**src/rtl/hdlc_rx_pkg.sv**
```systemverilog
package hdlc_rx_pkg;
  localparam int BYTE_W = 8;

  typedef struct packed {
    logic              abort;
    logic              eof;
    logic [BYTE_W-1:0] data;
  } rx_entry_t;

  localparam int ST_INFRAME = 0;
  localparam int ST_ABORT   = 1;
  localparam int ST_TMO     = 2;
  localparam int ST_EOF     = 3;
  localparam int ST_FLOST   = 4;
  localparam int ST_ILOST   = 5;
  localparam int ST_CMPL    = 6;
  localparam int ST_OVR     = 7;
  localparam int ST_W       = 8;
endpackage

```
**src/rtl/hdlc_rx_stage.sv**
```systemverilog
module hdlc_rx_stage
  import hdlc_rx_pkg::*;
(
  input  logic              clk,
  input  logic              rst,
  input  logic              byte_valid,
  input  logic [BYTE_W-1:0] byte_data,
  input  logic              frame_end,
  input  logic              frame_abort,
  output logic              push,
  output rx_entry_t         push_entry
);
  logic              held_q;
  logic [BYTE_W-1:0] held_data_q;

  // The held byte leaves when it is known whether it closes its frame.
  always_comb begin
    push       = 1'b0;
    push_entry = '{abort: 1'b0, eof: 1'b0, data: held_data_q};
    if (held_q) begin
      if (byte_valid) begin
        push = 1'b1;
      end else if (frame_end) begin
        push           = 1'b1;
        push_entry.eof = 1'b1;
      end else if (frame_abort) begin
        push             = 1'b1;
        push_entry.eof   = 1'b1;
        push_entry.abort = 1'b1;
      end
    end
  end

  always_ff @(posedge clk) begin
    if (rst) begin
      held_q      <= 1'b0;
      held_data_q <= '0;
    end else if (byte_valid) begin
      held_q      <= 1'b1;
      held_data_q <= byte_data;
    end else if (frame_end || frame_abort) begin
      held_q <= 1'b0;
    end
  end
endmodule

```
**src/rtl/hdlc_rx_tagfifo.sv**
```systemverilog
module hdlc_rx_tagfifo
  import hdlc_rx_pkg::*;
#(
  parameter int DEPTH = 16
) (
  input  logic      clk,
  input  logic      rst,
  input  logic      push,
  input  rx_entry_t push_entry,
  output logic      full,
  output logic      overflow,
  output logic      head_valid,
  input  logic      head_take,
  output rx_entry_t head_entry
);
  localparam int AW = (DEPTH > 1) ? $clog2(DEPTH) : 1;
  localparam int CW = $clog2(DEPTH + 1);
  localparam logic [AW-1:0] LAST = AW'(DEPTH - 1);
  localparam logic [CW-1:0] FULL_CNT = CW'(DEPTH);

  rx_entry_t       mem [DEPTH];
  logic [AW-1:0]   wptr_q, rptr_q;
  logic [CW-1:0]   cnt_q;
  logic            do_wr, do_rd;

  assign full       = (cnt_q == FULL_CNT);
  assign head_valid = (cnt_q != '0);
  assign head_entry = mem[rptr_q];
  assign do_wr      = push && !full;
  assign do_rd      = head_take && head_valid;
  assign overflow   = push && full;

  always_ff @(posedge clk) begin
    if (do_wr) mem[wptr_q] <= push_entry;
  end

  always_ff @(posedge clk) begin
    if (rst) begin
      wptr_q <= '0;
      rptr_q <= '0;
      cnt_q  <= '0;
    end else begin
      if (do_wr) wptr_q <= (wptr_q == LAST) ? '0 : wptr_q + 1'b1;
      if (do_rd) rptr_q <= (rptr_q == LAST) ? '0 : rptr_q + 1'b1;
      case ({do_wr, do_rd})
        2'b10:   cnt_q <= cnt_q + 1'b1;
        2'b01:   cnt_q <= cnt_q - 1'b1;
        default: cnt_q <= cnt_q;
      endcase
    end
  end
endmodule

```
**src/rtl/hdlc_rx_timeout.sv**
```systemverilog
module hdlc_rx_timeout #(
  parameter int RUN_LEN = 4
) (
  input  logic clk,
  input  logic rst,
  input  logic ev_flag,
  input  logic ev_idle,
  input  logic ev_other,
  output logic hit
);
  localparam int CW = $clog2(RUN_LEN + 1);
  localparam logic [CW-1:0] LAST = CW'(RUN_LEN - 1);

  logic [CW-1:0] run_q [2];
  logic [1:0]    ev, hit_v;

  assign ev  = {ev_idle, ev_flag};
  assign hit = |hit_v;

  for (genvar g = 0; g < 2; g++) begin : g_run
    logic breaker;
    assign breaker  = ev_other || ev[1-g];
    assign hit_v[g] = ev[g] && (run_q[g] == LAST);
    always_ff @(posedge clk) begin
      if (rst || breaker || hit_v[g]) run_q[g] <= '0;
      else if (ev[g])                 run_q[g] <= run_q[g] + 1'b1;
    end
  end
endmodule

```
**src/rtl/hdlc_rx_status.sv**
```systemverilog
module hdlc_rx_status
  import hdlc_rx_pkg::*;
#(
  parameter int DEPTH      = 16,
  parameter int CNT_W      = 12,
  parameter int TMO_EVENTS = 4
) (
  input  logic              clk,
  input  logic              rst,
  input  logic              evt_flag,
  input  logic              evt_idle,
  input  logic              evt_start,
  input  logic              evt_end,
  input  logic              evt_abort,
  input  logic              in_valid,
  input  logic [BYTE_W-1:0] in_data,
  output logic              in_ready,
  output logic              out_valid,
  input  logic              out_ready,
  output logic [BYTE_W-1:0] out_data,
  input  logic              info_rd,
  output logic [CNT_W-1:0]  info_count,
  output logic              info_abort,
  output logic              info_unread,
  input  logic              clr_wr,
  input  logic [ST_W-1:0]   clr_data,
  output logic [ST_W-1:0]   status
);
  logic      push, full, ovf, tmo_hit;
  rx_entry_t push_entry, head;
  logic      pop, pop_last;
  logic [ST_W-1:0] w1c;

  logic             in_frame_q, abort_q, tmo_q, eof_q;
  logic             flost_q, ilost_q, cmpl_q, ovr_q;
  logic             first_pend_q, unread_q;
  logic [CNT_W-1:0] rd_cnt_q, info_cnt_q;
  logic             info_ab_q;

  hdlc_rx_stage u_stage (
    .clk, .rst,
    .byte_valid (in_valid),
    .byte_data  (in_data),
    .frame_end  (evt_end),
    .frame_abort(evt_abort),
    .push,
    .push_entry
  );

  hdlc_rx_tagfifo #(.DEPTH(DEPTH)) u_fifo (
    .clk, .rst,
    .push,
    .push_entry,
    .full,
    .overflow  (ovf),
    .head_valid(out_valid),
    .head_take (out_ready),
    .head_entry(head)
  );

  hdlc_rx_timeout #(.RUN_LEN(TMO_EVENTS)) u_tmo (
    .clk, .rst,
    .ev_flag (evt_flag),
    .ev_idle (evt_idle),
    .ev_other(evt_start || evt_end || evt_abort || in_valid),
    .hit     (tmo_hit)
  );

  assign in_ready = !full;
  assign out_data = head.data;
  assign pop      = out_valid && out_ready;
  assign pop_last = pop && head.eof;
  assign w1c      = clr_wr ? clr_data : '0;

  // Receive-side state: frame tracking and sticky loss flags.
  always_ff @(posedge clk) begin
    if (rst) begin
      in_frame_q   <= 1'b0;
      first_pend_q <= 1'b0;
      tmo_q        <= 1'b0;
      flost_q      <= 1'b0;
      ovr_q        <= 1'b0;
    end else begin
      if (evt_start)                 in_frame_q <= 1'b1;
      else if (evt_end || evt_abort) in_frame_q <= 1'b0;
      if (evt_start)  first_pend_q <= 1'b1;
      else if (push)  first_pend_q <= 1'b0;
      tmo_q   <= tmo_hit | (tmo_q & ~w1c[ST_TMO]);
      flost_q <= (ovf & first_pend_q) | (flost_q & ~w1c[ST_FLOST]);
      ovr_q   <= ovf | (ovr_q & ~w1c[ST_OVR]);
    end
  end

  // Host-side state: follows the most recently popped entry.
  always_ff @(posedge clk) begin
    if (rst) begin
      eof_q      <= 1'b0;
      abort_q    <= 1'b0;
      cmpl_q     <= 1'b0;
      ilost_q    <= 1'b0;
      unread_q   <= 1'b0;
      rd_cnt_q   <= '0;
      info_cnt_q <= '0;
      info_ab_q  <= 1'b0;
    end else begin
      if (pop) begin
        eof_q   <= head.eof;
        abort_q <= head.abort;
      end
      cmpl_q  <= pop_last | (cmpl_q & ~w1c[ST_CMPL]);
      ilost_q <= (pop_last & unread_q) | (ilost_q & ~w1c[ST_ILOST]);
      if (pop_last)     unread_q <= 1'b1;
      else if (info_rd) unread_q <= 1'b0;
      if (pop_last) begin
        rd_cnt_q   <= '0;
        info_cnt_q <= rd_cnt_q + 1'b1;
        info_ab_q  <= head.abort;
      end else if (pop) begin
        rd_cnt_q <= rd_cnt_q + 1'b1;
      end
    end
  end

  assign info_count  = info_cnt_q;
  assign info_abort  = info_ab_q;
  assign info_unread = unread_q;

  always_comb begin
    status             = '0;
    status[ST_INFRAME] = in_frame_q;
    status[ST_ABORT]   = abort_q;
    status[ST_TMO]     = tmo_q;
    status[ST_EOF]     = eof_q;
    status[ST_FLOST]   = flost_q;
    status[ST_ILOST]   = ilost_q;
    status[ST_CMPL]    = cmpl_q;
    status[ST_OVR]     = ovr_q;
  end
endmodule

```
**config.mk**
```make
export PLATFORM = sky130hd
export DESIGN_NAME = hdlc_rx_status
export DESIGN_NICKNAME = d
export VERILOG_FILES = /design/src/rtl/hdlc_rx_pkg.sv /design/src/rtl/hdlc_rx_stage.sv /design/src/rtl/hdlc_rx_tagfifo.sv /design/src/rtl/hdlc_rx_timeout.sv /design/src/rtl/hdlc_rx_status.sv
export SDC_FILE = /design/constraint.sdc
export NUM_CORES = 1
export LEC_CHECK = 0
export ABC_AREA = 1
export ABC_CLOCK_PERIOD_IN_PS = 5200
export BUFFER_PORTS_ARGS = -buffer_cell sky130_fd_sc_hd__buf_2
export CORE_MARGIN = 5
export CORE_UTILIZATION = 60
export DETAILED_ROUTE_END_ITERATION = 10
export GPL_ROUTABILITY_DRIVEN = 0
export GPL_TIMING_DRIVEN = 0
export MAX_ROUTING_LAYER = met4
export PLACE_DENSITY = 0.77
export SLEW_MARGIN = 20
export SYNTH_ARGS = -nofsm -noshare
export SYNTH_HDL_FRONTEND = slang
export SYNTH_SLANG_ARGS = --single-unit
```
**constraint.sdc**
```tcl
create_clock -name clk -period 5.2 [get_ports clk]
set_input_delay 0.52 -clock clk [delete_from_list [all_inputs] [get_ports clk]]
set_output_delay 0.52 -clock clk [all_outputs]
set_load 0.005 [all_outputs]
```
==> flow_results.org <==
** Logic synthesis
- Count of state elements after synthesis :: ~230
- Of the post-synthesis cell area, the part taken by muxes is 0%.
- After synthesis, the mean cell area works out to ~11 sq um.
- Ys Warns :: 0
- The synthesized netlist devotes between 10% and 20% of its cell area to simple gates.
- By area, the combinational part of the netlist is dominated by simple AND/OR/NAND/NOR gates.
- Synthesis handed over a netlist of 863 instances.
- The synthesized design devotes to its leading area cell type between 50 and 60% of total area.
- Count of unique library cells instantiated by Yosys :: 35
- Adder-cell area share of the yosys netlist :: 1.855%
- Number of nets in the synthesized netlist :: 904
- Area leader, netlist :: sky130_fd_sc_hd__edfxtp_1
- The synthesized netlist devotes around 1.4% of its cell area to XOR and XNOR gates.
- Post-synthesis sequential area ratio :: roughly two thirds
- Share of the synthesized area in compound gates (AO/OA/AOI/OAI) :: between 10% and 20%
- Top cells by area in the synthesized netlist :: sky130_fd_sc_hd__edfxtp_1, sky130_fd_sc_hd__dfxtp_1, sky130_fd_sc_hd__nor2_1
- After synthesis the cells add up to 9443 sq um.

** Clock network
- TritonCTS Sinks :: ~230
- The clock passes through at most 3 buffers.
- CTS tree :: done
- Number of setup buffers added after CTS :: 0
- Counting the buffers created by CTS gives 23.
- After clock tree synthesis, the repair step resized 0 gates.
- Hold repair after CTS inserted 0 buffers.
- Clock tree synthesis selected as its root buffer the cell sky130_fd_sc_hd__clkbuf_16.
- Clock-pin slew was measured on the worst setup and hold paths at ~0.06 ns.
- CTS built an H-tree with a depth of 1.
- Worst skew pair latency :: between 0.5 and 0.6 ns

** Setup path
- Critical-path cell with the highest stage delay :: sky130_fd_sc_hd__clkbuf_1
- Type of the worst setup path :: reg -> out
- Longest individual stage delay on the worst path :: between 0.5 and 0.6 ns
- The cell that appears most often on the critical path is sky130_fd_sc_hd__buf_6.
- STA classifies the critical path endpoint as a primary output.
- Startpoint type of the worst setup path :: flip-flop
- Worst endpoint data arrival time :: ~2.8 ns
- Worst-path cell chain :: buf_6 -> inv_4 -> buf_6 -> clkbuf_1 -> nor2_1 -> o221ai_1 -> o211ai_1 -> nand2_1 -> buf_4 -> buf_2
- Of all nets on the critical path, the largest fanout is 10.
- WP data required :: ~4.7 ns

** Die
- Die Footprint :: approximately 18000 sq um
- Die outline height :: approximately 140 um
- Effective utilization at floorplan :: between 60 and 70%
- Boundary pin count :: around 60
- Core Rows :: 45
- Width of the die :: ~140 um
- Placeable core region :: about 15000 sq um

** STA
- Headroom to the max-slew limit :: 19.60%
- For this run, the top clock speed supported by timing is between 200 and 300 MHz.
- Setup total negative slack on the finished layout was measured at 0 ns.
- Least-Margin Pin Slew :: between 1 and 1.5 ns
- On the final layout, the worst clock skew is between 0.015 and 0.02 ns.
- Of the available clock period, the critical path in the final layout requires 64.12%.
- Number of hold violations in the final report :: 0
- The number of slew-limit violations in the final report was 0.
- Fin crit period :: about 3.3 ns
- Setup violations remaining at the end of the flow were counted as 0.
- RSZ-0062 raised after global routing :: false

** Job
- Max-cap violations in this run came to 0.

** Global routing
- Global-route total usage across every layer :: about a quarter
- Maximum number of pins on one net before global-route repair :: 18
- The number of global-route vias before repair was about 6500.
- Initial antenna violation count :: 0
- First-pass GRT wire length :: roughly 35 mm
- Global-route congestion overflow total :: 0

** Outcome
- The run finished with clean final reports.

** Routing
- For this run, design rule violations remaining after detail routing come to 0.
- The first routing iteration left ~840 violations.
- In the final routed layout, each cell accounts on average for a little under 20 um.
- The detail route stage leaves a number of antenna-violating nets equal to 0.
- Using the TritonRoute via totals, the vias-per-cell ratio works out to ~5.8.
- After detailed routing, the total wire length is 23.21 mm.
- For this block, the via count after detailed routing is 6794.
- Total iterations of the first detailed-routing run :: 6

** Cells and area
- Counting the fill cells in the layout gives ~1100.
- Of the cells placed in the final design, the portion with a size suffix greater than 1 is between 10% and 20%.
- Final Net Count :: around 1000
- Once layout is complete, the utilization of the core stands at 70.20%.
- Layout area overhead :: 13.86%
- Ant diodes :: 0

** Placement
- Detailed placement finished with a half-perimeter wire length of approximately 15 mm.
- Count of input and output buffers :: between 50 and 60

** Pwr
- Clock network power share :: 31.7%
- Switch share :: 32.51%
- Sequential group share of total power :: around 42%
- Internal power :: approximately 3.4 mW
- Across the VDD grid, the largest voltage drop is about 0.00032 V.
- In this run the power density over the cells is around 460 nW/um^2.
- Summed over all nets, the switching power comes to about 1.6 mW.
- For this design the static power due to leakage is between 4 and 5 nW.
- Relative contribution of combinational cells to total power :: 26.2%

** Hold path
- Hold/Removal Path Class :: in -> reg
## layer usage
metal  GRT usage [%]  vias to the layer above  wire, um
met2           40.21                      352     10920
li1                -                     3171         -
met5               -                        -         0
met3           5.238                       55      2407
met4           7.111                        0       521
met1           35.12                     3216      9362
## critical path: cells and delay by family (launching register included)
| family | cells | cell delay [ns] |
|---|---|---|
| flops | 1 | 0.31 |
| simple gates | 2 | 0.23 |
| compound gates | 2 | 0.61 |
| buf+inv | 6 | 1.15 |
## cell usage in the layout (no fill, tap or decap), types with 9 or more instances in the layout
cell / instances
sky130_fd_sc_hd__nor2_2: 16
sky130_fd_sc_hd__dfxtp_1: 61
sky130_fd_sc_hd__nand3_1: 45
sky130_fd_sc_hd__edfxtp_1: 166
sky130_fd_sc_hd__o21ai_0: 90
sky130_fd_sc_hd__clkbuf_1: 23
sky130_fd_sc_hd__o22ai_1: 9
sky130_fd_sc_hd__o211ai_1: 13
sky130_fd_sc_hd__o221ai_1: 23
sky130_fd_sc_hd__inv_1: 48
sky130_fd_sc_hd__nand2_1: 104
sky130_fd_sc_hd__a21oi_1: 26
sky130_fd_sc_hd__ha_1: 14
sky130_fd_sc_hd__buf_2: 63
sky130_fd_sc_hd__xor2_1: 15
sky130_fd_sc_hd__buf_4: 18
sky130_fd_sc_hd__clkbuf_16: 23
sky130_fd_sc_hd__nor2_1: 138
## flip-flops by register name, indices dropped and copies added, names as in the netlist, 4 cells and up, named ones only
| name | cells |
|---|---|
| u_fifo.mem | 160 |
| u_fifo.rptr_q | 4 |
| info_count | 12 |
| u_fifo.cnt_q | 5 |
| u_tmo.run_q | 6 |
| rd_cnt_q | 12 |
| u_fifo.wptr_q | 4 |
| u_stage.held_data_q | 8 |
## logic make-up (layout without fill, tap and decap cells)
logic type | Yosys count | in the layout
compound gates | 175 | 175
flops | 227 | 227
fa+ha+maj | 14 | 14
buf+inv | 108 | 205
xor+xnor | 15 | 15
simple gates | 324 | 324
## synthesized netlist by cell type
library cell / n
sky130_fd_sc_hd__edfxtp_1: 166
sky130_fd_sc_hd__nor2_1: 151
sky130_fd_sc_hd__nand2_1: 104
sky130_fd_sc_hd__o21ai_0: 90
sky130_fd_sc_hd__dfxtp_1: 61
sky130_fd_sc_hd__inv_1: 48
sky130_fd_sc_hd__nand3_1: 45
sky130_fd_sc_hd__a21oi_1: 26
sky130_fd_sc_hd__o221ai_1: 23
sky130_fd_sc_hd__clkbuf_1: 21
sky130_fd_sc_hd__buf_4: 18
sky130_fd_sc_hd__xor2_1: 15
sky130_fd_sc_hd__ha_1: 14
sky130_fd_sc_hd__o211ai_1: 13
sky130_fd_sc_hd__buf_2: 9
sky130_fd_sc_hd__o22ai_1: 9
sky130_fd_sc_hd__a21oi_2: 7
sky130_fd_sc_hd__nor3_1: 6
sky130_fd_sc_hd__buf_6: 5
sky130_fd_sc_hd__o21ai_1: 5
sky130_fd_sc_hd__nand3_2: 4
sky130_fd_sc_hd__buf_1: 3
sky130_fd_sc_hd__nor2_2: 3
sky130_fd_sc_hd__or2_2: 3
sky130_fd_sc_hd__clkinv_1: 2
sky130_fd_sc_hd__nand2_4: 2
sky130_fd_sc_hd__nand4_1: 2
sky130_fd_sc_hd__a21o_1: 1
sky130_fd_sc_hd__a31oi_1: 1
sky130_fd_sc_hd__inv_2: 1
sky130_fd_sc_hd__inv_4: 1
sky130_fd_sc_hd__nand2_8: 1
sky130_fd_sc_hd__nand3b_1: 1
sky130_fd_sc_hd__nor3_2: 1
sky130_fd_sc_hd__nor3b_1: 1
## worst paths after layout
kind                                 from                                   to  slack [ns]  cells after the start
min reg2reg    info_count[3]$_SDFFE_PP0P_           info_count[3]$_SDFFE_PP0P_        0.46                      2
min                            in_data[4]  u_stage.held_data_q[4]$_SDFFE_PP0P_        0.23                      3
max reg2reg  u_fifo.cnt_q[0]$_SDFFE_PP0P_         u_fifo.cnt_q[4]$_SDFFE_PP0P_        2.48                     15
max                             flip-flop                          out_data[1]        1.87                     10
## metrics by stage
step | power [mW] | hold slack, ns | setup WS [ns] | cells | instance area, sq um
3_3_place_gp | 3.365 | 0.4495 | 1.650 | 1128 | 9977
2_1_floorplan | 2.960 | 0.4389 | 2.829 | 863 | 9443
3_5_place_dp | 3.397 | 0.4566 | 2.225 | 1129 | 10030
4_1_cts | 4.952 | 0.2233 | 2.013 | 1171 | 10750
6_report | 4.973 | 0.2255 | 1.866 | 1171 | 10750
5_1_grt | 5.174 | 0.2267 | 1.744 | 1171 | 10750
## power groups by stage
stage	Combinational (mW)	Clock [mW]	Sequential (mW)
after floorplan	0.847	0	2.11
after global placement	1.24	0	2.13
after detailed placement	1.27	0	2.13
after CTS	1.28	1.58	2.09
after global routing	1.41	1.66	2.11
final	1.30	1.58	2.09
## area by class of cell
| class | instances | area [sq um] | share of cell area, % |
|---|---|---|---|
| repair buffers | 55 | 281.5 | 2.618 |
| inverters | 52 | 197.7 | 1.839 |
| clock inverters | 16 | 123.9 | 1.152 |
| well taps | 211 | 264.0 | 2.455 |
| plain buffers | 56 | 326.6 | 3.037 |
| multi-input cells | 528 | 2755 | 25.63 |
| flip-flops and latches | 227 | 6206 | 57.72 |
| clock buffers | 26 | 596.8 | 5.551 |
Power figures use the tool's default switching activity.
